File: src/rtl/scb_pkg.sv
package scb_pkg;
  localparam int OPC_W  = 3;
  localparam int NIB_W  = 4;
  localparam int N_EVT  = 4;

  localparam int EV_CX  = 3;
  localparam int EV_FR  = 2;
  localparam int EV_CNA = 1;
  localparam int EV_RNR = 0;

  typedef enum logic [OPC_W-1:0] {
    CU_IDLE = 3'd0,
    CU_SUSP = 3'd1,
    CU_ACT  = 3'd2
  } cu_state_e;

  typedef enum logic [OPC_W-1:0] {
    RU_IDLE  = 3'd0,
    RU_SUSP  = 3'd1,
    RU_READY = 3'd4
  } ru_state_e;
endpackage

File: src/rtl/scb_cu_unit.sv
module scb_cu_unit
  import scb_pkg::*;
#(
  parameter int OW = OPC_W
) (
  input  logic          clk,
  input  logic          rst_n,
  input  logic          ca_i,
  input  logic          srst_i,
  input  logic [OW-1:0] opc_i,
  output cu_state_e     state_o,
  output cu_state_e     state_nxt_o,
  output logic          left_o,
  output logic          bad_o
);
  cu_state_e state_q, state_n;

  always_comb begin
    state_n = state_q;
    left_o  = 1'b0;
    bad_o   = 1'b0;
    if (ca_i && srst_i) begin
      state_n = CU_IDLE;
    end else if (ca_i) begin
      case (opc_i)
        OW'(0): state_n = state_q;
        OW'(1): state_n = CU_ACT;
        OW'(4): begin
          state_n = CU_SUSP;
          left_o  = 1'b1;
        end
        default: bad_o = 1'b1;
      endcase
    end
  end

  always_ff @(posedge clk or negedge rst_n) begin
    if (!rst_n) state_q <= CU_IDLE;
    else        state_q <= state_n;
  end

  assign state_o     = state_q;
  assign state_nxt_o = state_n;

  AST_CU_LEGAL: assert property (@(posedge clk) disable iff (!rst_n)
    state_q == CU_IDLE || state_q == CU_SUSP || state_q == CU_ACT);
  AST_CU_START: assert property (@(posedge clk) disable iff (!rst_n)
    ca_i && !srst_i && opc_i == OW'(1) |=> state_q == CU_ACT);
endmodule

File: src/rtl/scb_ru_unit.sv
module scb_ru_unit
  import scb_pkg::*;
#(
  parameter int OW = OPC_W
) (
  input  logic          clk,
  input  logic          rst_n,
  input  logic          ca_i,
  input  logic          srst_i,
  input  logic          stop_i,
  input  logic [OW-1:0] opc_i,
  output ru_state_e     state_o,
  output logic          left_o,
  output logic          bad_o
);
  ru_state_e state_q, state_n;

  always_comb begin
    state_n = state_q;
    left_o  = 1'b0;
    bad_o   = 1'b0;
    if (ca_i && srst_i) begin
      state_n = RU_SUSP;
    end else if (ca_i) begin
      case (opc_i)
        OW'(0): state_n = state_q;
        OW'(1), OW'(2): state_n = RU_IDLE;
        OW'(3), OW'(4): begin
          state_n = RU_SUSP;
          left_o  = 1'b1;
        end
        default: bad_o = 1'b1;
      endcase
    end
    if (stop_i) begin
      state_n = RU_SUSP;
      left_o  = 1'b1;
    end
  end

  always_ff @(posedge clk or negedge rst_n) begin
    if (!rst_n) state_q <= RU_SUSP;
    else        state_q <= state_n;
  end

  assign state_o = state_q;

  AST_RU_STOP: assert property (@(posedge clk) disable iff (!rst_n)
    stop_i |=> state_q == RU_SUSP);
  AST_RU_LEGAL: assert property (@(posedge clk) disable iff (!rst_n)
    state_q == RU_IDLE || state_q == RU_SUSP || state_q == RU_READY);
endmodule

File: src/rtl/scb_evt_bank.sv
module scb_evt_bank #(
  parameter int N = 4
) (
  input  logic         clk,
  input  logic         rst_n,
  input  logic         clr_i,
  input  logic [N-1:0] set_i,
  input  logic [N-1:0] ack_i,
  output logic [N-1:0] ev_o
);
  logic [N-1:0] ev_q, ev_n;

  for (genvar i = 0; i < N; i++) begin : g_bit
    always_comb begin
      if (set_i[i])      ev_n[i] = 1'b1;
      else if (clr_i)    ev_n[i] = 1'b0;
      else if (ack_i[i]) ev_n[i] = 1'b0;
      else               ev_n[i] = ev_q[i];
    end

    AST_ACK_CLEARS: assert property (@(posedge clk) disable iff (!rst_n)
      ack_i[i] && !set_i[i] |=> !ev_q[i]);
    AST_SET_WINS: assert property (@(posedge clk) disable iff (!rst_n)
      set_i[i] |=> ev_q[i]);
  end

  always_ff @(posedge clk or negedge rst_n) begin
    if (!rst_n) ev_q <= '0;
    else        ev_q <= ev_n;
  end

  assign ev_o = ev_q;
endmodule

File: src/rtl/scb_ctrl.sv
module scb_ctrl
  import scb_pkg::*;
#(
  parameter int CMD_W   = 16,
  parameter int CU_LSB  = 8,
  parameter int RU_LSB  = 4,
  parameter int RST_BIT = 7
) (
  input  logic             clk,
  input  logic             rst_n,
  input  logic             ca_i,
  input  logic [CMD_W-1:0] cmd_i,
  input  logic             evt_cmd_done_i,
  input  logic             evt_frame_i,
  input  logic             evt_rx_stop_i,
  input  logic             list_done_i,
  output logic [CMD_W-1:0] status_o,
  output logic             fetch_o,
  output logic             cmd_clr_o,
  output logic             err_o
);
  localparam int ACK_LSB = CMD_W - N_EVT;

  logic             srst;
  logic [N_EVT-1:0] ack, evt_set, ev;
  cu_state_e        cu_q, cu_n;
  ru_state_e        ru_q;
  logic             cu_left, cu_bad, ru_left, ru_bad;
  logic             pend_q, pend_n, pend_base;
  logic             err_q, err_n;
  logic             fetch_q, fetch_n;
  logic             clr_q;
  logic             unused_bits;

  assign srst        = ca_i & cmd_i[RST_BIT];
  assign ack         = ca_i ? cmd_i[CMD_W-1:ACK_LSB] : '0;
  assign unused_bits = ^{cmd_i[RU_LSB-1:0], cmd_i[CU_LSB+OPC_W], cmd_i[RU_LSB+OPC_W]};

  scb_cu_unit #(.OW(OPC_W)) i_cu (
    .clk(clk), .rst_n(rst_n), .ca_i(ca_i), .srst_i(srst),
    .opc_i(cmd_i[CU_LSB+:OPC_W]), .state_o(cu_q), .state_nxt_o(cu_n),
    .left_o(cu_left), .bad_o(cu_bad)
  );

  scb_ru_unit #(.OW(OPC_W)) i_ru (
    .clk(clk), .rst_n(rst_n), .ca_i(ca_i), .srst_i(srst),
    .stop_i(evt_rx_stop_i), .opc_i(cmd_i[RU_LSB+:OPC_W]),
    .state_o(ru_q), .left_o(ru_left), .bad_o(ru_bad)
  );

  always_comb begin
    evt_set         = '0;
    evt_set[EV_CX]  = evt_cmd_done_i;
    evt_set[EV_FR]  = evt_frame_i;
    evt_set[EV_CNA] = cu_left;
    evt_set[EV_RNR] = ru_left;
  end

  scb_evt_bank #(.N(N_EVT)) i_evt (
    .clk(clk), .rst_n(rst_n), .clr_i(srst),
    .set_i(evt_set), .ack_i(ack), .ev_o(ev)
  );

  always_comb begin
    pend_base = (srst || list_done_i) ? 1'b0 : pend_q;
    fetch_n   = ca_i && (cu_n != CU_SUSP) && !pend_base;
    pend_n    = pend_base | fetch_n;
    err_n     = srst ? 1'b0 : (err_q | cu_bad | ru_bad);
  end

  always_ff @(posedge clk or negedge rst_n) begin
    if (!rst_n) begin
      pend_q  <= 1'b0;
      err_q   <= 1'b0;
      fetch_q <= 1'b0;
      clr_q   <= 1'b0;
    end else begin
      pend_q  <= pend_n;
      err_q   <= err_n;
      fetch_q <= fetch_n;
      clr_q   <= ca_i;
    end
  end

  assign status_o  = {ev, 1'b0, cu_q, 1'b0, ru_q, {RU_LSB{1'b0}}};
  assign fetch_o   = fetch_q;
  assign cmd_clr_o = clr_q;
  assign err_o     = err_q;

  AST_CLR_AFTER_CA: assert property (@(posedge clk) disable iff (!rst_n)
    ca_i |=> cmd_clr_o);
  AST_FETCH_NOT_SUSP: assert property (@(posedge clk) disable iff (!rst_n)
    fetch_o |-> status_o[CU_LSB+:OPC_W] != 3'd1);
  AST_FETCH_NEEDS_CA: assert property (@(posedge clk) disable iff (!rst_n)
    fetch_o |-> cmd_clr_o);
  AST_SOFT_RESET: assert property (@(posedge clk) disable iff (!rst_n)
    ca_i && cmd_i[RST_BIT] && !evt_cmd_done_i && !evt_frame_i && !evt_rx_stop_i
    |=> status_o == 16'h0010 && !err_o);
  AST_ABORT_CNA: assert property (@(posedge clk) disable iff (!rst_n)
    ca_i && !cmd_i[RST_BIT] && cmd_i[CU_LSB+:OPC_W] == 3'd4 |=> status_o[13]);
  AST_LOW_ZERO: assert property (@(posedge clk) disable iff (!rst_n)
    status_o[3:0] == 4'h0);
endmodule

File: config.mk
export PLATFORM = sky130hd
export DESIGN_NAME = scb_ctrl
export DESIGN_NICKNAME = d
export VERILOG_FILES = /design/src/rtl/scb_pkg.sv /design/src/rtl/scb_cu_unit.sv /design/src/rtl/scb_ru_unit.sv /design/src/rtl/scb_evt_bank.sv /design/src/rtl/scb_ctrl.sv
export SDC_FILE = /design/constraint.sdc
export NUM_CORES = 1
export LEC_CHECK = 0
export ABC_AREA = 1
export BUFFER_PORTS_ARGS = -buffer_cell sky130_fd_sc_hd__buf_2
export CORE_MARGIN = 1
export CORE_UTILIZATION = 45
export CTS_CLUSTER_DIAMETER = 150
export DETAILED_ROUTE_END_ITERATION = 6
export GPL_TIMING_DRIVEN = 0
export PLACE_DENSITY = 0.92
export SYNTH_ARGS = -nofsm -noshare
export SYNTH_HDL_FRONTEND = slang
export SYNTH_HIERARCHICAL = 1
export SYNTH_SLANG_ARGS = --single-unit
File: constraint.sdc
create_clock -name clk -period 1.9 [get_ports clk]
set_input_delay 0.285 -clock clk [delete_from_list [all_inputs] [get_ports clk]]
set_output_delay 0.285 -clock clk [all_outputs]
set_load 0.05 [all_outputs]
==> flow_summary.toml, run 1 <==
[sta]
post-route-period-util_pct = 70.0
setup_viol = 0
timing.hold.ws_ps = 208
max_freq_mhz = 752
layout_setup_ws_ps = 570
fin_skew_ps = 2.54
rsz0062_at_grt = "no"
period_minus_slack_ps = 1330
tns_ps = 0
finalHoldViolations = 0
maxSlewViolCount = 0

[power_and_ir_drop]
vdd_drop_max_mv = 0.664
power.density_nw_per_um2 = 773
p_leak_nw = 0.597

[clock_tree]
worstSkewPairLatency_ps = 260
clockBufferDepth = 2
cts_resized = 0
cts_buffers = 3
h-tree-depth = 1
cts_tree = "built"
clkSinkCount = 12
root_buffer = "clkbuf_4"
clk_pin_slew_ps = 70

[cells_and_area]
final_nets = 164
antenna_cells = 0
final_cell_mix = "buf_2, nand2_1, inv_1"
synthToLayoutAreaGrowth_pct = 32.4
final_common_cell = "buf_2"
fin_area_um2 = 931
drive_gt1_share_pct = 35.7
fillers = 118

[synth]
synth_seq_cells = 12
synth_compound_area_share_pct = 4.63
synthesis.area_um2 = 703
synthMuxAreaShare_pct = 0
synth_top_family_by_area = "simple AND/OR/NAND/NOR gates"
yosysWarnings = 6
synth_cell_type_count = 16
post_synth.cell_area_avg_um2 = 6.96
syn_inst = 101
ys_seq_area_share_pct = 42.9
yosys.area_share.simple_pct = 30.6
synth-xor-area-share_pct = 0
synthAdderAreaFrac_pct = 0

[routing]
viasPerCell = 4.45
wirelength_um = 1440
vias = 690
drt_first_pass_iters = 4
wire_per_inst_um = 9.26
drt_iter0_drc = 16
ant_nets = 0
drcViolationCount = 0

[worst_setup_path]
crit_start = "i_ru/state_o[0]$_DFFE_PN1P_"
startpoint_type = "flip-flop"
worstPathCellList = "buf_2"
slowest_stage = "dfstp_2"
cp_slowest_stage_delay_ps = 530
cp-end-kind = "output port"
worstSetupPathDepth = 1
cp.arrival_ps = 1050
crit_buf_inv = 1
timing.rr.start = "i_cu/state_o[2]$_DFF_PN0_"
crit_required_ps = 1620
critPathMaxFanout = 2
crit_type = "reg -> out"
rr_worst_depth = 6
crit_family = "flip-flops"
r2r_slack_ps = 980

[worst_hold_path]
holdPathStages = 3
hp-start = "evt_frame_i"
hold_class = "in -> reg"

[placement]
gp_congestion = 0.729
dpl_cell_area_um2 = 885
io_buffers = 28
pre_cts_slack_ps = 469
dp_hpwl_um = 1150

[floorplan]
pin_count = 42
die_w_um = 41.5
initial_core_util_pct = 50.9
placementRows = 13
core_area_um2 = 1380
dieArea_um2 = 1720
die_height_um = 41.5

[global_routing]
antenna_found_initial = 0
grt_max_degree = 16
grt_first_pass_wirelength_um = 2420
track_usage_pct = 17.9
grt_pass1_vias = 615
grt-ovfl-total = 0

[outcome]
status = "finished clean"

[job]
cap_violations = 0
## cell usage after synthesis
master	n	area, µm²
nor2_2	2	12.5
buf_4	8	60.1
nor2_1	9	33.8
a21oi_2	1	8.76
inv_2	3	11.3
nor3_1	2	10.0
nand3_1	9	45.0
o21ai_0	1	5.00
nand2_1	27	101
conb_1	2	7.51
o21ai_2	1	8.76
nand2_2	2	12.5
a21oi_1	2	10.0
inv_1	20	75.1
dfstp_2	1	26.3
dfrtp_1	11	275
## layer usage
layer / share of wire (%) / GRT usage, %
met5: 0 / 0
met4: 0.56 / 7.74
met3: 5.6 / 2.61
met2: 52 / 34.4
met1: 42 / 18.9
## worst min-delay path, stage by stage
cell     delay (ps)
buf_2            70
inv_1            30
nand2_1          50
## sequential cells by signal (all words and copies together), names as in the netlist
register / cells
cmd_clr_o: 1
err_o: 1
fetch_o: 1
i_cu/state_o: 3
i_evt/ev_o: 4
i_ru/state_o: 1
pend_q: 1
## path summary, 6_finish.rpt
path | to
worst max-delay path | status_o[4]
max in group asynchronous | i_ru/state_o[0]$_DFFE_PN1P_
worst max register to register | fetch_o$_DFF_PN0_
worst min register to register | i_evt/ev_o[0]$_DFFE_PN0P_
worst min-delay path | i_evt/ev_o[2]$_DFFE_PN0P_
min in group asynchronous | i_cu/state_o[2]$_DFF_PN0_
## stage by stage
| step | util, % | power, mW | std cells |
|---|---|---|---|
| after floorplan | - | 0.467 | 107 |
| after global placement | 64.0 | 0.523 | 150 |
| after detailed placement | 64.0 | 0.529 | 150 |
| after CTS | 67.3 | 0.723 | 155 |
| after global routing | 67.3 | 0.758 | 155 |
| final | 67.3 | 0.719 | 155 |
## cell type report
type	count	area [µm²]	share of cell area [%]
multi-input cells	64	278	29.8
well taps	15	18.8	2.02
plain buffers	8	60.1	6.45
inverters	23	86.3	9.27
clock buffers	4	36.3	3.90
repair buffers	29	150	16.1
flip-flops and latches	12	302	32.4
## cells by family after synthesis
| kind of cell | Yosys count |
|---|---|
| buffers and inverters | 31 |
| other | 2 |
| flip-flops | 12 |
| AO/OA/AOI/OAI | 5 |
| AND/OR/NAND/NOR | 51 |
## power breakdown
part           internal (mW)  total (mW)  switching, mW
clock network          0.116       0.193         0.0771
registers              0.279       0.289         0.0107
logic                 0.0637       0.237          0.173
total                  0.458       0.719          0.261
## repair_timing
action                    CTS  global route
hold buffers                1             0
hold endpoints to repair   11             0
buffers inserted            0             0
Power figures use the tool's default switching activity.
==> run 2: changes to the inputs <==
Settings changed: CORE_UTILIZATION 45 to 37, PLACE_DENSITY 0.92 to 0.82.
Clock period 1.9 ns to 1.21 ns, I/O delays scaled along.
==> flow_summary.toml, run 2 (synthesis results as in run 1) <==
[floorplan]
die_height_um = 45.6
core_area_um2 = 1750
die_w_um = 45.6
dieArea_um2 = 2080
placementRows = 15
pin_count = 42
initial_core_util_pct = 40.3

[worst_setup_path]
crit_buf_inv = 1
cp.arrival_ps = 980
worstPathCellList = "buf_6"
crit_required_ps = 1030
r2r_slack_ps = 250
cp_slowest_stage_delay_ps = 550
crit_type = "reg -> out"
startpoint_type = "flip-flop"
critPathMaxFanout = 2
cp-end-kind = "output port"
slowest_stage = "dfstp_2"
crit_family = "flip-flops"

[routing]
ant_nets = 0
wire_per_inst_um = 9.00
wirelength_um = 1490
viasPerCell = 4.16
drcViolationCount = 0
drt_iter0_drc = 9
vias = 686
drt_first_pass_iters = 4

[clock_tree]
worstSkewPairLatency_ps = 280
clockBufferDepth = 2
h-tree-depth = 1
clk_pin_slew_ps = 80
cts_setup_buffers = 0
cts_tree = "built"
root_buffer = "clkbuf_4"
clkSinkCount = 12
cts_buffers = 3

[cells_and_area]
drive_gt1_share_pct = 35.7
synthToLayoutAreaGrowth_pct = 35.4
largest_reg_flops = 4
antenna_cells = 0
final_nets = 164
final_common_cell = "nand2_1"
final_cell_mix = "nand2_1, buf_2, inv_1"

[sta]
fin_skew_ps = 5.95
maxSlewViolCount = 0
rsz0062_at_grt = "no"
post-route-period-util_pct = 95.7
setup_viol = 0
timing.hold.ws_ps = 85.2
tns_ps = 0
max_freq_mhz = 864
finalHoldViolations = 0
period_minus_slack_ps = 1160

[power_and_ir_drop]
power_mw = 1.16
p_int_mw = 0.723
switching_share_pct = 37.4
seqPwrFrac_pct = 39.4
switchingPower_mw = 0.432
p_leak_nw = 0.601
power.density_nw_per_um2 = 1210
vdd_drop_max_mv = 0.625
clkPwrFrac_pct = 28.3
combPwrFrac_pct = 32.3

[global_routing]
grt_pass1_vias = 605
antenna_found_initial = 0
grt-ovfl-total = 0
grt_first_pass_wirelength_um = 2280
grt_max_degree = 16
track_usage_pct = 15.5

[outcome]
status = "finished clean"

[placement]
dp_hpwl_um = 1160
gp_congestion = 0.720
io_buffers = 28

[worst_hold_path]
hold_class = "in -> reg"

[job]
cap_violations = 0
[run 2: changes by cell type in the layout (fill, tap and decap cells not counted)]
cell      previous run  this run
buf_6                0         1
buf_2               28        26
clkbuf_4             3         4
[run 2: cell type report]
class | count | area [µm²]
fill | 181 | 793
tap | 25 | 31.3
timing repair buffer | 29 | 159
sequential | 12 | 302
inverter | 23 | 86.3
buffer | 8 | 60.1
clock buffer | 4 | 36.3
multi-input combinational | 64 | 278
[run 2: metrics by stage]
stage	worst slack [ps]	area (µm²)	instances	util, %
floorplan	55.8	726	107	-
global placement	-100	897	160	51.4
detailed placement	-126	897	160	51.4
CTS	16.3	946	165	54.2
global route	23.1	952	165	54.6
finish	52.0	952	165	54.6
[run 2: path summary, 6_finish.rpt]
check / start / to / cells past startpoint
worst max register to register: i_cu/state_o[2]$_DFF_PN0_ / fetch_o$_DFF_PN0_ / 6
worst max-delay path: i_ru/state_o[0]$_DFFE_PN1P_ / status_o[4] / 1
worst min-delay path: evt_frame_i / i_evt/ev_o[2]$_DFFE_PN0P_ / 3
max in group asynchronous: rst_n / i_ru/state_o[0]$_DFFE_PN1P_ / 2
worst min register to register: i_evt/ev_o[2]$_DFFE_PN0P_ / i_evt/ev_o[2]$_DFFE_PN0P_ / 2
min in group asynchronous: rst_n / cmd_clr_o$_DFF_PN0_ / 2
[run 2: timing repair]
action / CTS / global route
hold buffers: 1 / 0
setup endpoints to repair: 1 / 2
endpoints found under the hold margin: 11 / 0
gates resized for setup: 1 / 2
[run 2: per-layer routing]
layer  share of wire [%]  global-route usage [%]
met1                  41                    16.3
met3                 6.8                    2.78
met5                   0                       0
met2                  53                    28.3
met4                   0                    9.09
[run 2: power by group through the flow]
stage               logic [mW]  clock network [mW]  registers [mW]
global placement         0.361                   0           0.461
global route             0.405               0.348           0.458
finish                   0.373               0.327           0.455
floorplan                0.160                   0           0.573
detailed placement       0.369                   0           0.462
CTS                      0.373               0.337           0.455
[run 2: worst register-to-register path, stage by stage, from the launching register on]
cell	delay, ps
dfrtp_1	360
nand2_1	60
a21oi_1	170
inv_1	60
nand3_1	70
nand2_1	70
nor2_1	110
